**src/rtl/nhb_pkg.sv**
```systemverilog
package nhb_pkg;

    typedef enum logic [2:0] {
        ACC_DATA,
        ACC_CTRL,
        ACC_CMD,
        ACC_STAT,
        ACC_NONE
    } acc_kind_t;

    typedef enum logic [1:0] {
        B_IDLE,
        B_RDWAIT,
        B_RESP
    } bus_state_t;

    typedef enum logic [1:0] {
        Q_IDLE,
        Q_STROBE,
        Q_HOLD
    } seq_state_t;

    // control register field positions (software depends on these)
    localparam int CTL_CE_OFF  = 0;
    localparam int CTL_CLE     = 1;
    localparam int CTL_ALE     = 2;
    localparam int CTL_RDY_IE  = 3;
    localparam int CTL_DIST_IE = 4;
    localparam int CTL_W       = 5;

    // status byte field positions
    localparam int ST_DIST = 0;
    localparam int ST_CMP  = 1;
    localparam int ST_BUSY = 2;
    localparam int ST_RDY  = 3;

endpackage

```
**src/rtl/nhb_decode.sv**
```systemverilog
module nhb_decode
    import nhb_pkg::*;
#(
    parameter int ADDR_W     = 12,
    parameter int DATA_SPAN  = 2048,
    parameter int ALIAS_SPAN = 16
) (
    input  logic [ADDR_W-1:0] addr,
    output acc_kind_t         kind
);
    localparam int STAT_OFF = DATA_SPAN + ALIAS_SPAN;

    always_comb begin
        if (int'(addr) < DATA_SPAN) begin
            kind = ACC_DATA;
        end else if (int'(addr) < STAT_OFF) begin
            kind = addr[0] ? ACC_CMD : ACC_CTRL;
        end else if (int'(addr) == STAT_OFF) begin
            kind = ACC_STAT;
        end else begin
            kind = ACC_NONE;
        end
    end

endmodule

```
**src/rtl/nhb_strobe_seq.sv**
```systemverilog
module nhb_strobe_seq
    import nhb_pkg::*;
#(
    parameter int STROBE_CLKS = 4,
    parameter int HOLD_CLKS   = 1
) (
    input  logic       clk,
    input  logic       rst_n,
    input  logic       start,
    input  logic       start_rd,
    input  logic [7:0] wdata,
    input  logic [7:0] dq_in,
    output logic       we_n,
    output logic       re_n,
    output logic [7:0] dq_out,
    output logic       dq_oe,
    output logic       busy,
    output logic       done,
    output logic [7:0] rd_byte
);
    localparam int MAX_CLKS = (STROBE_CLKS > HOLD_CLKS) ? STROBE_CLKS : HOLD_CLKS;
    localparam int CNT_W    = $clog2(MAX_CLKS + 1);
    localparam logic [CNT_W-1:0] STB_LAST = CNT_W'(STROBE_CLKS - 1);
    localparam logic [CNT_W-1:0] HLD_LAST = CNT_W'(HOLD_CLKS - 1);

    seq_state_t       state_q, state_d;
    logic [CNT_W-1:0] cnt_q, cnt_d;
    logic             rd_q;
    logic [7:0]       dq_q;
    logic [7:0]       rd_byte_q;

    // state register
    always_ff @(posedge clk or negedge rst_n) begin
        if (!rst_n) begin
            state_q <= Q_IDLE;
            cnt_q   <= '0;
        end else begin
            state_q <= state_d;
            cnt_q   <= cnt_d;
        end
    end

    // next state
    always_comb begin
        state_d = state_q;
        cnt_d   = cnt_q;
        unique case (state_q)
            Q_IDLE: begin
                if (start) begin
                    state_d = Q_STROBE;
                    cnt_d   = '0;
                end
            end
            Q_STROBE: begin
                if (cnt_q == STB_LAST) begin
                    state_d = Q_HOLD;
                    cnt_d   = '0;
                end else begin
                    cnt_d = cnt_q + 1'b1;
                end
            end
            Q_HOLD: begin
                if (cnt_q == HLD_LAST) begin
                    state_d = Q_IDLE;
                    cnt_d   = '0;
                end else begin
                    cnt_d = cnt_q + 1'b1;
                end
            end
            default: begin
                state_d = Q_IDLE;
                cnt_d   = '0;
            end
        endcase
    end

    // operand capture and read sampling on the strobe's rising edge
    always_ff @(posedge clk or negedge rst_n) begin
        if (!rst_n) begin
            rd_q      <= 1'b0;
            dq_q      <= '0;
            rd_byte_q <= '0;
        end else begin
            if (state_q == Q_IDLE && start) begin
                rd_q <= start_rd;
                dq_q <= wdata;
            end
            if (state_q == Q_STROBE && cnt_q == STB_LAST && rd_q) begin
                rd_byte_q <= dq_in;
            end
        end
    end

    // outputs
    always_comb begin
        we_n    = !(state_q == Q_STROBE && !rd_q);
        re_n    = !(state_q == Q_STROBE && rd_q);
        dq_oe   = (state_q != Q_IDLE) && !rd_q;
        dq_out  = dq_q;
        busy    = (state_q != Q_IDLE);
        done    = (state_q == Q_HOLD) && (cnt_q == HLD_LAST);
        rd_byte = rd_byte_q;
    end

    // the bus side only launches a cycle into an idle sequencer
    p_start_idle_r8: assert property (@(posedge clk) disable iff (!rst_n)
        start |-> state_q == Q_IDLE);

    // written data does not move while held after the strobe
    p_dq_hold_r3: assert property (@(posedge clk) disable iff (!rst_n)
        (state_q == Q_HOLD && !rd_q) |-> (dq_oe && $stable(dq_q)));

    // read strobe and write strobe never overlap
    p_strobe_excl_r4: assert property (@(posedge clk) disable iff (!rst_n)
        !(!we_n && !re_n));

endmodule

```
**src/rtl/nhb_status.sv**
```systemverilog
module nhb_status
    import nhb_pkg::*;
#(
    parameter int SYNC_STAGES = 2
) (
    input  logic       clk,
    input  logic       rst_n,
    input  logic       rb_pin,
    input  logic       ce_off,
    input  logic       rdy_ie,
    input  logic       dist_ie,
    input  logic       seq_busy,
    input  logic       seq_done,
    input  logic       stat_rd,
    input  logic       flag_clr,
    output logic [7:0] status,
    output logic       irq
);
    logic [SYNC_STAGES-1:0] sync_q;
    logic                   rb_prev_q;
    logic                   rb_now;
    logic                   rb_rise;
    logic                   rb_fall;
    logic                   cmp_q;
    logic                   dist_q;
    logic                   rise_q;

    // ready/busy pin synchroniser, reset to "ready"
    always_ff @(posedge clk or negedge rst_n) begin
        if (!rst_n) begin
            sync_q    <= '1;
            rb_prev_q <= 1'b1;
        end else begin
            sync_q    <= {sync_q[SYNC_STAGES-2:0], rb_pin};
            rb_prev_q <= rb_now;
        end
    end

    always_comb begin
        rb_now  = sync_q[SYNC_STAGES-1];
        rb_rise = rb_now && !rb_prev_q;
        rb_fall = !rb_now && rb_prev_q;
    end

    // sticky event flags
    always_ff @(posedge clk or negedge rst_n) begin
        if (!rst_n) begin
            cmp_q  <= 1'b0;
            dist_q <= 1'b0;
            rise_q <= 1'b0;
        end else if (flag_clr) begin
            cmp_q  <= 1'b0;
            dist_q <= 1'b0;
            rise_q <= 1'b0;
        end else begin
            cmp_q  <= seq_done || (cmp_q && !stat_rd);
            dist_q <= (rb_fall && ce_off) || (dist_q && !stat_rd);
            rise_q <= rb_rise || (rise_q && !stat_rd);
        end
    end

    always_comb begin
        status          = '0;
        status[ST_RDY]  = rb_now;
        status[ST_BUSY] = seq_busy;
        status[ST_CMP]  = cmp_q;
        status[ST_DIST] = dist_q;
        irq             = (rise_q && rdy_ie) || (dist_q && dist_ie);
    end

    p_cmp_set_r9: assert property (@(posedge clk) disable iff (!rst_n)
        seq_done |=> status[ST_CMP]);

    p_dist_gate_r10: assert property (@(posedge clk) disable iff (!rst_n)
        $rose(status[ST_DIST]) |-> $past(ce_off));

    p_irq_src_r11: assert property (@(posedge clk) disable iff (!rst_n)
        irq |-> (rdy_ie || dist_ie));

    p_flag_clr_r12: assert property (@(posedge clk) disable iff (!rst_n)
        flag_clr |=> (!status[ST_CMP] && !status[ST_DIST]));

endmodule

```
**src/rtl/nand_host_bridge.sv**
```systemverilog
module nand_host_bridge
    import nhb_pkg::*;
#(
    parameter int ADDR_W      = 12,
    parameter int DATA_SPAN   = 2048,
    parameter int ALIAS_SPAN  = 16,
    parameter int STROBE_CLKS = 4,
    parameter int HOLD_CLKS   = 1,
    parameter int SYNC_STAGES = 2
) (
    input  logic              clk,
    input  logic              rst_n,
    input  logic              bus_req,
    input  logic              bus_we,
    input  logic [ADDR_W-1:0] bus_addr,
    input  logic [7:0]        bus_wdata,
    output logic [7:0]        bus_rdata,
    output logic              bus_ready,
    output logic              nf_ce_n,
    output logic              nf_cle,
    output logic              nf_ale,
    output logic              nf_we_n,
    output logic              nf_re_n,
    output logic [7:0]        nf_dq_out,
    output logic              nf_dq_oe,
    input  logic [7:0]        nf_dq_in,
    input  logic              nf_rb,
    output logic              irq
);
    localparam logic [CTL_W-1:0] CTL_RESET = CTL_W'(1);

    bus_state_t       bstate_q, bstate_d;
    acc_kind_t        kind;
    logic [CTL_W-1:0] ctrl_q;
    logic [7:0]       rdata_q, rdata_d;
    logic             need_flash;
    logic             need_quiet;
    logic             seq_start;
    logic             seq_start_rd;
    logic             seq_busy;
    logic             seq_done;
    logic [7:0]       seq_rd_byte;
    logic             ctrl_we;
    logic             stat_rd;
    logic             flag_clr;
    logic [7:0]       status;

    nhb_decode #(
        .ADDR_W     (ADDR_W),
        .DATA_SPAN  (DATA_SPAN),
        .ALIAS_SPAN (ALIAS_SPAN)
    ) u_decode (
        .addr (bus_addr),
        .kind (kind)
    );

    nhb_strobe_seq #(
        .STROBE_CLKS (STROBE_CLKS),
        .HOLD_CLKS   (HOLD_CLKS)
    ) u_seq (
        .clk      (clk),
        .rst_n    (rst_n),
        .start    (seq_start),
        .start_rd (seq_start_rd),
        .wdata    (bus_wdata),
        .dq_in    (nf_dq_in),
        .we_n     (nf_we_n),
        .re_n     (nf_re_n),
        .dq_out   (nf_dq_out),
        .dq_oe    (nf_dq_oe),
        .busy     (seq_busy),
        .done     (seq_done),
        .rd_byte  (seq_rd_byte)
    );

    nhb_status #(
        .SYNC_STAGES (SYNC_STAGES)
    ) u_status (
        .clk      (clk),
        .rst_n    (rst_n),
        .rb_pin   (nf_rb),
        .ce_off   (ctrl_q[CTL_CE_OFF]),
        .rdy_ie   (ctrl_q[CTL_RDY_IE]),
        .dist_ie  (ctrl_q[CTL_DIST_IE]),
        .seq_busy (seq_busy),
        .seq_done (seq_done),
        .stat_rd  (stat_rd),
        .flag_clr (flag_clr),
        .status   (status),
        .irq      (irq)
    );

    always_comb begin
        need_flash = (kind == ACC_DATA) || (kind == ACC_CMD && bus_we);
        need_quiet = need_flash || (kind == ACC_CTRL && bus_we);
    end

    // state register
    always_ff @(posedge clk or negedge rst_n) begin
        if (!rst_n) begin
            bstate_q <= B_IDLE;
            rdata_q  <= '0;
        end else begin
            bstate_q <= bstate_d;
            rdata_q  <= rdata_d;
        end
    end

    // next state and per-access actions
    always_comb begin
        bstate_d     = bstate_q;
        rdata_d      = rdata_q;
        seq_start    = 1'b0;
        seq_start_rd = 1'b0;
        ctrl_we      = 1'b0;
        stat_rd      = 1'b0;
        unique case (bstate_q)
            B_IDLE: begin
                if (bus_req && !(need_quiet && seq_busy)) begin
                    bstate_d = B_RESP;
                    rdata_d  = '0;
                    if (kind == ACC_STAT && !bus_we) begin
                        stat_rd = 1'b1;
                        rdata_d = status;
                    end else if (kind == ACC_CTRL) begin
                        if (bus_we) begin
                            ctrl_we = 1'b1;
                        end else begin
                            rdata_d = 8'(ctrl_q);
                        end
                    end else if (need_flash) begin
                        seq_start    = 1'b1;
                        seq_start_rd = !bus_we;
                        if (!bus_we) begin
                            bstate_d = B_RDWAIT;
                        end
                    end
                end
            end
            B_RDWAIT: begin
                if (seq_done) begin
                    bstate_d = B_RESP;
                    rdata_d  = seq_rd_byte;
                end
            end
            B_RESP: begin
                bstate_d = B_IDLE;
            end
            default: begin
                bstate_d = B_IDLE;
            end
        endcase
    end

    // control register
    always_ff @(posedge clk or negedge rst_n) begin
        if (!rst_n) begin
            ctrl_q <= CTL_RESET;
        end else if (ctrl_we) begin
            ctrl_q <= bus_wdata[CTL_W-1:0];
        end
    end

    // outputs
    always_comb begin
        bus_ready = (bstate_q == B_RESP);
        bus_rdata = rdata_q;
        nf_ce_n   = ctrl_q[CTL_CE_OFF];
        nf_cle    = ctrl_q[CTL_CLE];
        nf_ale    = ctrl_q[CTL_ALE];
        flag_clr  = ctrl_we && bus_wdata[CTL_CE_OFF];
    end

    p_ready_pulse_r7: assert property (@(posedge clk) disable iff (!rst_n)
        bus_ready |=> !bus_ready);

    p_stat_nostall_r7: assert property (@(posedge clk) disable iff (!rst_n)
        (bstate_q == B_IDLE && bus_req && kind == ACC_STAT) |=> bus_ready);

    p_stall_r8: assert property (@(posedge clk) disable iff (!rst_n)
        (bstate_q == B_IDLE && bus_req && need_quiet && seq_busy) |=> !bus_ready);

    p_ctl_quiet_r8: assert property (@(posedge clk) disable iff (!rst_n)
        seq_busy |=> $stable(ctrl_q));

endmodule

```
**config.mk**
```make
export PLATFORM = sky130hd
export DESIGN_NAME = nand_host_bridge
export DESIGN_NICKNAME = d
export VERILOG_FILES = /design/src/rtl/nhb_pkg.sv /design/src/rtl/nhb_decode.sv /design/src/rtl/nhb_strobe_seq.sv /design/src/rtl/nhb_status.sv /design/src/rtl/nand_host_bridge.sv
export SDC_FILE = /design/constraint.sdc
export NUM_CORES = 1
export LEC_CHECK = 0
export BUFFER_PORTS_ARGS = -buffer_cell sky130_fd_sc_hd__buf_4
export CAP_MARGIN = 10
export CORE_MARGIN = 2
export CORE_UTILIZATION = 34
export DETAILED_ROUTE_END_ITERATION = 6
export GPL_ROUTABILITY_DRIVEN = 0
export PLACE_DENSITY = 0.53
export SYNTH_ARGS = -nofsm -noshare
export SYNTH_HDL_FRONTEND = slang
export SYNTH_HIERARCHICAL = 1
export SYNTH_SLANG_ARGS = --single-unit
```
**constraint.sdc**
```tcl
create_clock -name clk -period 2.7 [get_ports clk]
set_input_delay 0.81 -clock clk [delete_from_list [all_inputs] [get_ports clk]]
set_output_delay 0.81 -clock clk [all_outputs]
set_load 0.01 [all_outputs]
```
Word level (Yosys, flattened, before mapping)
Index checks and enable logic that the tools add are counted.
{"block": "totals", "mem_count": 0, "ramBits": 0, "out_inout_bits": 24, "in_bits": 33, "rom_bits": 0, "latchBits": 0, "ff_bits": 43, "wordCells": 120}
{"block": "classes", "n_mul": 0, "bitwise": 0, "reduce_logical": 44, "shift": 0, "muxes": 46, "n_div": 0, "order_cmp": 2, "n_addsub": 1, "n_eq_ne": 14}
{"cell": "$lt A12 B12 Y1 const B", "count": 2}
{"cell": "$logic_and A1 B1 Y1", "count": 21}
{"cell": "$mux W1", "count": 21}
{"cell": "$mux W2", "count": 10}
{"cell": "$mux W3", "count": 6}
{"cell": "$mux W8", "count": 2}
{"cell": "$pmux W8 S2", "count": 1}
{"cell": "$mux W5", "count": 3}
{"cell": "$eq A12 B12 Y1 const B", "count": 1}
{"cell": "$eq A3 B2 Y1 const B", "count": 3}
{"cell": "$pmux W3 S3", "count": 1}
{"cell": "$logic_not A1 Y1", "count": 8}
{"cell": "$logic_not A3 Y1", "count": 2}
{"cell": "$logic_or A1 B1 Y1", "count": 6}
{"cell": "$ne A2 B1 Y1 const B", "count": 3}
{"cell": "$pmux W2 S3", "count": 1}
{"cell": "$reduce_and A3 Y1", "count": 2}
{"cell": "$eq A2 B1 Y1 const B", "count": 2}
{"cell": "$eq A2 B2 Y1 const B", "count": 2}
{"cell": "$logic_not A2 Y1", "count": 2}
{"cell": "$ne A2 B2 Y1 const B", "count": 2}
{"cell": "$pmux W2 S2", "count": 1}
{"cell": "$reduce_bool A2 Y1", "count": 2}
{"cell": "$add A3 B1 Y3 const B", "count": 1}
{"cell": "2 further kinds", "count": 2}

Logic depth before layout (Yosys ltp)
{"block": "logic_depth", "word_depth": 17, "mapped_depth": 9}

Modules after synthesis
The synthesis kept the hierarchy.
{"module": "nhb_strobe_seq", "instances": 1, "cells_each": 82, "area_each_um2": 1072.3}
{"module": "nand_host_bridge", "instances": 1, "cells_each": 79, "area_each_um2": 867.1}
{"module": "nhb_status", "instances": 1, "cells_each": 25, "area_each_um2": 277.8}
{"module": "nhb_decode", "instances": 1, "cells_each": 12, "area_each_um2": 76.3}

Least setup slack after synthesis
No wires, ideal clock.
{"block": "synth_timing", "path_kind": "input port to flip-flop", "from": "input bus_addr[0]", "to": "register u_seq.state_q[0]", "path_stages": 9, "setup_slack_ps": 116, "required_ps": 2575, "t_arrival_ps": 2460, "path_buffers": 0, "cell_sequence": "nor4_2 nand2b_1 a31oi_1 nor2_1 o21ai_0 nor2_1 and2b_1 a221oi_1 mux2_2"}
{"block": "synth_via", "elab_chain_cells": 15, "elab_cells_between_ends": 26}
{"element": "start: declaration", "line": "nand_host_bridge.sv:15", "source": "input logic [ADDR_W-1:0] bus_addr,"}
{"element": "branches (longest 3 deep; another with $lt A12 B12 Y1)"}
{"element": "$mux W3 (*)", "line": "nhb_decode.sv:14", "source": "if (int'(addr) < DATA_SPAN) begin"}
{"element": "net kind[2]", "line": "nand_host_bridge.sv:33", "source": "acc_kind_t kind;"}
{"element": "branches (longest 7 deep; another with $eq A3 B2 Y1)"}
{"element": "$mux W1 (*)", "line": "nand_host_bridge.sv:119", "source": "if (bus_req && !(need_quiet && seq_busy)) begin"}
{"element": "$mux W1 (*)", "line": "nand_host_bridge.sv:117", "source": "unique case (bstate_q)"}
{"element": "net seq_start", "line": "nand_host_bridge.sv:38", "source": "logic seq_start;"}
{"element": "$ne A2 B1 Y1 (no line) (*)"}
{"element": "$reduce_and A3 Y1 (no line) (*)"}
{"element": "end signal: assignment", "line": "nhb_strobe_seq.sv:38", "source": "state_q <= state_d;"}
{"element": "end: declaration", "line": "nhb_strobe_seq.sv:26", "source": "seq_state_t state_q, state_d;"}
Mark *: on every way through the listed nets, which the timed path passes.
A chain may end at the register's enable or synchronous reset.

Worst setup path after layout
{"block": "layout_timing", "from": "input bus_addr[0]", "to": "register rdata_q[1], in the netlist bus_rdata[1]"}
{"block": "layout_via", "elab_chain_cells": 13, "elab_cells_between_ends": 25}
{"element": "branches (longest 3 deep; another with $lt A12 B12 Y1)"}
{"element": "$mux W3 (*)", "line": "nhb_decode.sv:14"}
{"element": "net kind[2]", "line": "nand_host_bridge.sv:33"}
{"element": "$eq A3 B2 Y1", "line": "nand_host_bridge.sv:94", "source": "need_flash = (kind == ACC_DATA) || (kind == ACC_CMD && bus_we);"}
{"element": "$logic_and A1 B1 Y1", "line": "nand_host_bridge.sv:94"}
{"element": "$logic_or A1 B1 Y1", "line": "nand_host_bridge.sv:94"}
{"element": "$logic_or A1 B1 Y1", "line": "nand_host_bridge.sv:95", "source": "need_quiet = need_flash || (kind == ACC_CTRL && bus_we);"}
{"element": "$logic_and A1 B1 Y1", "line": "nand_host_bridge.sv:119"}
{"element": "$logic_not A1 Y1", "line": "nand_host_bridge.sv:119"}
{"element": "$logic_and A1 B1 Y1", "line": "nand_host_bridge.sv:119"}
{"element": "$ne A2 B2 Y1 (no line)"}
{"element": "$reduce_and A3 Y1 (no line)"}
{"element": "end signal: assignment", "line": "nand_host_bridge.sv:105", "source": "rdata_q <= rdata_d;"}
{"element": "end: declaration", "line": "nand_host_bridge.sv:35", "source": "logic [7:0] rdata_q, rdata_d;"}
Mark *: on every way through the listed nets, which the timed path passes. The select of a mux whose other input is x is not followed.

==> impl_metrics.yaml <==
power_and_ir_drop:
  comb_power_share_pct: 39.2
  p_switching_mw: 0.751
  leakage_nw: 1.47
  netSwitchingFraction_pct: 32.1
  power_per_cell_area_nw_per_um2: 792
  vdd.ir_drop.worst_mv: 0.386
  power.clock.fraction_pct: 21.9
  power_share_of_the_sequential_group_pct: 38.8
  internal_power_contribution_mw: 1.59
timing:
  grt_setup_unrepaired: "no"
  worst-slew-pin-transition_ns: 0.648
  hold_violations: 0
  slew_headroom_pct: 56.5
  fmax_ghz: 0.391
  report.final.setup_viol: 0
  timing.final.max_slew_violations: 0
  fin_worst_skew_ns: 0.0149
  finalCriticalPeriod_ns: 2.56
  final.setup.tns_ns: 0
  final_cycle_share_pct: 94.7
global_routing:
  grt_start_max_net_pins: 44
  grt.total_usage_pct: 14.0
  gr-max-usage-layer: "met2"
  grt_pass1_wl_mm: 8.03
  use_met1_pct: 18.2
  met3_usage_pct: 5.29
  grt_pass1_vias: 1672
  gr_met2_demand_resource_pct: 21.9
  total_global_routing_overflow: 0
  initial_antenna_violation_count: 0
critical_path:
  worstSetupStartpoint: "bus_addr[0]"
  critical_path.startpoint_type: "input pin"
  worst-path-max-fanout: 5
  critPathRequiredTime_ns: 2.93
  crit_arrival_ns: 2.79
  end_kind: "register"
  timing.setup.critical_path_class: "in -> reg"
  r2r-start: "u_seq/state_q[1]"
final_layout:
  num-fill-cells: 618
  share_of_cells_above_drive_strength_1_pct: 46.2
  multi_input_gate_area_in_the_final_layout_um2: 1090
  final_util_pct: 45.9
  regArea_um2: 1080
  area_overhead_of_the_layout_relative_to_synthesis_pct: 28.6
  finish.cell_count_without_fillers: 341
  fin_nets: 304
  insertedDiodeCount: 0
synth:
  post_synth_fa_ha_maj_area_fraction_pct: 4.36
  yosysSeqAreaShare_pct: 47.1
  synth_compound_gate_area_share_pct: 8.24
  post_synth_and_or_nand_nor_area_fraction_pct: 16.7
  synth_mux_area_share_pct: 17.3
  synth_area_um2: 2290
  synth_xor_xnor_area_share_pct: 0
  ys_ff_latch: 43
  yosysWarnings: 6
  syn_area_per_cell_um2: 11.6
  async_reset_ff_share_pct: 100
  most_used_flip_flop_cell_after_synthesis: "sky130_fd_sc_hd__dfrtp_1"
  number_of_unique_standard_cell_types_used_by_synthesis: 44
  synth_edf_count: 0
  syn_inst: 198
  largest_family_of_logic_cells_by_synthesized_area: "multiplexers"
clock_tree:
  postCtsHoldBufs: 0
  cts-root-to-sink-buffers: 2
  clk_root_buffer_cell: "sky130_fd_sc_hd__clkbuf_8"
  cts_buffers: 5
  ctsHtreeMaxLevel: 2
  clk_transition_reported_paths_ns: 0.09
  numClockSinks: 43
  cts_tree: "built"
  clk-insertion-delay-late_ns: 0.30
die:
  chipHeight_um: 86.1
  io_pins: 57
  placement_rows: 29
  die_width_um: 86.1
  fp.dieArea_um2: 7420
  floorplan.core_area_um2: 6420
  floorplan.initialDensity_pct: 35.7
placement:
  dpl.hpwl_mm: 3.45
  dp_cells: 332
  numPortBuffers: 56
worst_hold_path:
  worstHoldStart: "u_status/sync_q[0]"
  holdCritPathClass: "reg -> reg"
drt:
  ant_nets: 0
  total_length_of_routed_wires_mm: 4.74
  routed-via-count: 1643
  drcViolationCount: 0
  viasPerCell: 4.82
  drt-wirelength-per-cell_um: 13.9
  drt_iter0_drc: 51
  firstDrtPassIters: 5
run_status:
  status: "finished, final reports clean"
job:
  drv_cap: 0
[through the flow]
step                      total power, mW  setup slack (ns)  area, um2  hold slack (ns)
after floorplan                      1.44             0.116       2300            0.345
after global placement               1.84            -0.140       2820            0.348
after detailed placement             1.85            -0.158       2820            0.348
after CTS                            2.37             0.150       2940            0.361
after global routing                 2.50           0.00824       2950            0.371
final                                2.34             0.143       2950            0.359
[final cells by class]
type | instances | share of cell area, %
well taps | 77 | 3.27
clock buffers | 5 | 2.33
flip-flops and latches | 43 | 36.7
inverters | 12 | 1.53
repair buffers | 68 | 17.7
multi-input cells | 133 | 36.9
clock inverters | 3 | 1.57
[layout by cell type (no fill, tap or decap), types with 2 or more instances in the layout]
cell type / netlist / routed
sky130_fd_sc_hd__a21oi_1: 6 / 5
sky130_fd_sc_hd__a221o_1: 5 / 5
sky130_fd_sc_hd__a31oi_1: 2 / 2
sky130_fd_sc_hd__a32oi_1: 2 / 2
sky130_fd_sc_hd__and2b_1: 2 / 2
sky130_fd_sc_hd__and3_1: 5 / 5
sky130_fd_sc_hd__buf_4: 8 / 67
sky130_fd_sc_hd__clkbuf_8: 0 / 5
sky130_fd_sc_hd__conb_1: 1 / 4
sky130_fd_sc_hd__dfrtp_1: 39 / 39
sky130_fd_sc_hd__dfstp_2: 4 / 4
sky130_fd_sc_hd__ha_1: 8 / 8
sky130_fd_sc_hd__inv_1: 12 / 12
sky130_fd_sc_hd__mux2_2: 18 / 18
sky130_fd_sc_hd__mux2_4: 13 / 13
sky130_fd_sc_hd__nand2_1: 15 / 15
sky130_fd_sc_hd__nand2b_1: 10 / 10
sky130_fd_sc_hd__nand3_1: 4 / 4
sky130_fd_sc_hd__nor2_1: 7 / 7
sky130_fd_sc_hd__nor2b_1: 2 / 2
sky130_fd_sc_hd__nor4_2: 2 / 2
sky130_fd_sc_hd__o21ai_0: 3 / 3
sky130_fd_sc_hd__o22ai_1: 2 / 2
sky130_fd_sc_hd__or2_2: 2 / 2
sky130_fd_sc_hd__or2b_1: 2 / 2
sky130_fd_sc_hd__or3_4: 2 / 2
[timing repair]
action	CTS	global route
setup endpoints to repair	0	4
gates resized for setup	0	1
setup buffers	0	1
[synthesized netlist by cell type, types with 4 or more instances]
cell,n,area share [%]
sky130_fd_sc_hd__dfrtp_1,39,43
sky130_fd_sc_hd__mux2_2,18,8.8
sky130_fd_sc_hd__nand2_1,15,2.5
sky130_fd_sc_hd__mux2_4,13,8.5
sky130_fd_sc_hd__inv_1,12,2.0
sky130_fd_sc_hd__nand2b_1,10,2.7
sky130_fd_sc_hd__buf_4,8,2.6
sky130_fd_sc_hd__ha_1,8,4.4
sky130_fd_sc_hd__nor2_1,7,1.1
sky130_fd_sc_hd__a21oi_1,6,1.3
sky130_fd_sc_hd__a221o_1,5,2.2
sky130_fd_sc_hd__and3_1,5,1.4
sky130_fd_sc_hd__dfstp_2,4,4.6
sky130_fd_sc_hd__nand3_1,4,0.87
[critical path, cell delays in order]
cell,delay [ns]
sky130_fd_sc_hd__buf_4,0.11
sky130_fd_sc_hd__nor4_2,0.30
sky130_fd_sc_hd__nand2b_1,0.15
sky130_fd_sc_hd__a31oi_1,0.11
sky130_fd_sc_hd__or2_2,0.35
sky130_fd_sc_hd__nor3_1,0.57
sky130_fd_sc_hd__a221o_1,0.25
sky130_fd_sc_hd__mux2_2,0.14
[metal layers]
metal / wire [um] / vias up / share of wire (%)
li1: - / 810 / -
met1: 2210 / 785 / 47
met2: 2180 / 46 / 46
met3: 311 / 2 / 6.6
met4: 41 / 0 / 0.87
met5: 0 / - / 0
[power groups by stage]
| stage | clock network, mW | registers (mW) | logic [mW] |
|---|---|---|---|
| 2_1_floorplan | 0 | 0.957 | 0.486 |
| 3_3_place_gp | 0 | 0.919 | 0.921 |
| 3_5_place_dp | 0 | 0.919 | 0.926 |
| 4_1_cts | 0.531 | 0.908 | 0.930 |
| 5_1_grt | 0.563 | 0.930 | 1.01 |
| 6_report | 0.513 | 0.907 | 0.917 |
[cells by family after synthesis]
| group | count (synthesis) |
|---|---|
| simple gates | 64 |
| compound gates | 26 |
| buf+inv | 25 |
| other cells | 1 |
| flops | 43 |
| fa+ha+maj | 8 |
| mux | 31 |
[flip-flops by register name, summed over array words and instances, names as in the netlist]
register and count:
bus_rdata 8, u_status/dist_q 1, u_seq/state_q 2, u_status/rb_prev_q 1
ctrl_q 5, u_seq/cnt_q 3, u_status/rise_q 1, u_seq/rd_q 1
u_seq/rd_byte 8, u_seq/dq_out 8, u_status/sync_q 2, bstate_q 2
u_status/cmp_q 1
[worst paths after layout]
| kind | endpoint | cells after the start | slack (ns) |
|---|---|---|---|
| worst min register to register | u_status/sync_q[1] | 0 | 0.36 |
| max in group asynchronous | u_status/sync_q[0] | 1 | 1.82 |
| worst max register to register | u_seq/state_q[0] | 8 | 0.34 |
| worst min-delay path | u_status/sync_q[1] | 0 | 0.36 |
| worst max-delay path | bus_rdata[1] | 8 | 0.14 |
| min in group asynchronous | u_seq/rd_q | 1 | 0.48 |
(Power assumes the default switching activity.)
